===== src/rtl/cd_hyst_qual.sv =====
module cd_hyst_qual #(
  parameter int unsigned QUAL_CYCLES = 35795,
  parameter int unsigned HOLD_CYCLES = 28636
) (
  input  logic clk,
  input  logic rst_n,
  input  logic pwr_down,
  input  logic energy_in,
  output logic cd_n,
  output logic data_gate
);

  localparam int unsigned MAXC = (QUAL_CYCLES > HOLD_CYCLES) ? QUAL_CYCLES : HOLD_CYCLES;
  localparam int unsigned CW   = $clog2(MAXC + 1);
  localparam logic [CW-1:0] QUAL_LAST = CW'(QUAL_CYCLES - 1);
  localparam logic [CW-1:0] HOLD_LAST = CW'(HOLD_CYCLES - 1);

  typedef enum logic [1:0] {S_IDLE, S_QUAL, S_ACT, S_HOLD} st_t;

  st_t           state, state_nx;
  logic [CW-1:0] cnt, cnt_nx;

  always_comb begin
    state_nx = state;
    cnt_nx   = cnt;
    unique case (state)
      S_IDLE: if (energy_in) begin
        state_nx = S_QUAL;
        cnt_nx   = CW'(1);
      end
      S_QUAL: begin
        if (!energy_in) begin
          state_nx = S_IDLE;
          cnt_nx   = '0;
        end else if (cnt == QUAL_LAST) begin
          state_nx = S_ACT;
          cnt_nx   = '0;
        end else begin
          cnt_nx = cnt + CW'(1);
        end
      end
      S_ACT: if (!energy_in) begin
        state_nx = S_HOLD;
        cnt_nx   = CW'(1);
      end
      S_HOLD: begin
        if (energy_in) begin
          state_nx = S_ACT;
          cnt_nx   = '0;
        end else if (cnt == HOLD_LAST) begin
          state_nx = S_IDLE;
          cnt_nx   = '0;
        end else begin
          cnt_nx = cnt + CW'(1);
        end
      end
      default: begin
        state_nx = S_IDLE;
        cnt_nx   = '0;
      end
    endcase
  end

  always_ff @(posedge clk or negedge rst_n) begin
    if (!rst_n) begin
      state <= S_IDLE;
      cnt   <= '0;
    end else if (pwr_down) begin
      state <= S_IDLE;
      cnt   <= '0;
    end else begin
      state <= state_nx;
      cnt   <= cnt_nx;
    end
  end

  wire detected = (state == S_ACT) || (state == S_HOLD);

  assign cd_n      = pwr_down | ~detected;
  assign data_gate = ~pwr_down & detected;


  pd_outputs_chk: assert property (@(posedge clk) disable iff (!rst_n)
    pwr_down |-> (cd_n && !data_gate));


  pd_clears_chk: assert property (@(posedge clk) disable iff (!rst_n)
    pwr_down |=> (state == S_IDLE && cnt == '0));


  assert_only_from_qual_chk: assert property (@(posedge clk) disable iff (!rst_n)
    (!pwr_down && $past(!pwr_down) && $fell(cd_n)) |-> ($past(state) == S_QUAL && $past(energy_in)));


  release_only_from_hold_chk: assert property (@(posedge clk) disable iff (!rst_n)
    (!pwr_down && $past(!pwr_down) && $rose(cd_n)) |-> ($past(state) == S_HOLD && !$past(energy_in)));


  qual_count_range_chk: assert property (@(posedge clk) disable iff (!rst_n)
    (state == S_QUAL) |-> (cnt != '0 && cnt <= QUAL_LAST));


  hold_recover_chk: assert property (@(posedge clk) disable iff (!rst_n)
    (state == S_HOLD && energy_in && !pwr_down) |=> (state == S_ACT && !cd_n));


  gate_matches_cd_chk: assert property (@(posedge clk) disable iff (!rst_n)
    data_gate == !cd_n);

endmodule


===== config.mk =====
export PLATFORM = sky130hd
export DESIGN_NAME = cd_hyst_qual
export DESIGN_NICKNAME = d
export VERILOG_FILES = /design/src/rtl/cd_hyst_qual.sv
export SDC_FILE = /design/constraint.sdc
export NUM_CORES = 1
export LEC_CHECK = 0
export BUFFER_PORTS_ARGS = -buffer_cell sky130_fd_sc_hd__buf_2
export CAP_MARGIN = 25
export CORE_MARGIN = 5
export CORE_UTILIZATION = 60
export CTS_CLUSTER_DIAMETER = 100
export DETAILED_ROUTE_END_ITERATION = 16
export PLACE_DENSITY = 0.85
export SLEW_MARGIN = 10
export SYNTH_ARGS = -nofsm -noshare
export SYNTH_HDL_FRONTEND = slang
export SYNTH_SLANG_ARGS = --single-unit

===== constraint.sdc =====
create_clock -name clk -period 2.25 [get_ports clk]
set_input_delay 0.225 -clock clk [delete_from_list [all_inputs] [get_ports clk]]
set_output_delay 0.225 -clock clk [all_outputs]
set_load 0.05 [all_outputs]

==> out/summary.txt <==
Max-slew headroom - 0.604
number of I/O port buffers - 5
PwrDens - 418 mW/mm2
Via Count - 990
clk sinks - 18
Finished Cell Area - 0.00131 mm2
post-cts sizing count - 0
CTS H-tree depth - 1
final hold vios - 0
Post-Syn Nets - 135
via-per-instance ratio - 6.11
Fin Setup TNS - 0 ns
Die Width - 55.6 um
RSZ-0062 raised after global routing - false
Tot Pwr - 0.549 mW
Initial Utilization - 0.631
leakage power - 0.532 nW
CTS Buf Count - 3
CTS clk-pin slew, worst paths - 0.10 ns
drt initial violations - 55
vias in the first global route - 953
commonest non-fill, non-tap cell in the layout - dfrtp_1
Util after Layout - 0.662
final setup fails - 0
Worst Path Arrival - 2.10 ns
Antenna Nets Post-Route - 0
wire per inst - 15.3 um
final slew viol count - 0
Core Area - 0.00198 mm2
CP required - 2.42 ns
grt ovf - 0
Detailed Routing Iterations Pass 1 - 4
largest net degree at the start of global routing - 19
Synth Instances - 129
Tmin final - 1.94 ns
hpwl dp - 1810 um
CP endpoint kind - flip-flop
n_diodes - 0
DIE AREA - 0.00310 mm2
register area share after synthesis - 0.360
fin crit share - 0.860
unique cell type count in the Yosys netlist - 38
Mapped Avg Cell Area - 9.69 um2
final WL - 2490 um
drt drc - 0
dpl cells - 158
placed inst area - 0.00128 mm2
Placement Rows - 16
synthesized area - 0.00125 mm2
CP Launch Type - flip-flop
Clk Tree Root Cell - clkbuf_4
Highest Clock Rate - 517 MHz
maxcap violations - 0
Clock Tree Buf Depth - 2
area growth from synthesis to layout - 5.01%
most frequent cells in the layout - dfrtp_1, nand2_1, nor2_1
worst-path fanout max - 12
Final GP Congestion - 0.863
Ys Warns - 0
non-filler cells, final - 162
Final #Nets - 143
CTS tree - built
worst-skew pair later-pin latency - 0.29 ns
Die Span Y - 55.6 um
HP Class - in2reg
layout cells sized above 1 - 0.252
outcome - completed
worst vdd ir - 358 uV
skew final - 0.00494 ns
I/O Pins - 6
slew of the pin with the lowest slew margin - 0.590 ns
initial antenna violation count - 0
gr usage total - 0.170
first-pass GRT wire length - 4230 um
Crit Path Class - reg2reg
Seq cells post-synth - 18
cell type report:
class / instances / area [um2]
clock buffers: 3 / 22.5
flip-flops and latches: 18 / 450
well taps: 27 / 33.8
inverters: 4 / 15.0
repair buffers: 9 / 57.6
multi-input cells: 101 / 733
fillers: 151 / 669
routing by layer:
metal  GRT usage  part of all wire  vias to the layer above
met1       0.218              0.44                      463
li1            -                 -                      481
met5           0                 0                        -
met2       0.270              0.48                       39
met4      0.0833             0.019                        0
met3      0.0371             0.067                        7
Yosys cell counts (all sizes together):
master / count / share of area
buf: 6 / 0.041
and3: 4 / 0.020
nor3: 6 / 0.036
nand3: 4 / 0.016
xnor2: 4 / 0.028
nand4bb: 3 / 0.040
or2: 1 / 0.0050
dfrtp: 18 / 0.36
nand3b: 1 / 0.0090
inv: 4 / 0.012
ha: 2 / 0.020
xor2: 4 / 0.028
a21oi: 8 / 0.053
and2: 3 / 0.016
nand4: 8 / 0.052
nor4: 4 / 0.054
o21ai: 8 / 0.032
nand2b: 2 / 0.012
nor2b: 3 / 0.015
nor4b: 1 / 0.012
nand4b: 1 / 0.0070
o22ai: 4 / 0.020
nand2: 16 / 0.048
nor2: 11 / 0.041
o211ai: 3 / 0.022
per-stage QoR:
step | worst slack (ns) | hold slack (ns)
6_report | 0.315 | 0.360
5_1_grt | 0.155 | 0.378
4_1_cts | 0.310 | 0.344
3_5_place_dp | 0.324 | 0.176
3_3_place_gp | 0.385 | 0.176
2_1_floorplan | 0.156 | -0.0706
what timing repair did:
action	CTS	global route
setup buffers	0	0
hold buffers	1	0
endpoints found under the hold margin	18	0
sequential cells by signal, summed over array words and instances (netlist names):
signal	cells
cnt	16
state	2
power by group:
part	internal [mW]	switching [mW]	leakage, nW
clock network	0.0623	0.0934	0.0138
logic	0.0170	0.0385	0.269
registers	0.329	0.00850	0.249
final timing paths:
path / start / to / slack (ns) / cells past startpoint
worst min-delay path: pwr_down / cnt[0]$_DFFE_PN0P_ / 0.36 / 4
min in group asynchronous: rst_n / cnt[2]$_DFFE_PN0P_ / 0.38 / 2
max in group asynchronous: rst_n / cnt[12]$_DFFE_PN0P_ / 1.58 / 2
worst max-delay path: cnt[0]$_DFFE_PN0P_ / cnt[6]$_DFFE_PN0P_ / 0.31 / 7
worst max register to register: cnt[0]$_DFFE_PN0P_ / cnt[6]$_DFFE_PN0P_ / 0.31 / 7
worst min register to register: cnt[0]$_DFFE_PN0P_ / cnt[0]$_DFFE_PN0P_ / 0.55 / 1
cells by family after synthesis:
family | count (synthesis) | share of synthesized area
xor+xnor | 8 | 0.0561
flops | 18 | 0.360
fa+ha+maj | 2 | 0.0200
buf+inv | 10 | 0.0531
compound gates | 23 | 0.127
simple gates | 68 | 0.383
critical path: stages, from the launching register on:
cell and delay (ns):
dfrtp_1 0.44, inv_1 0.08, ha_1 0.14, nand4bb_1 0.15, nor4_4 0.36, nor4_4 0.13, nor2_4 0.35, o211ai_1 0.16
Power figures use the tool's default switching activity.
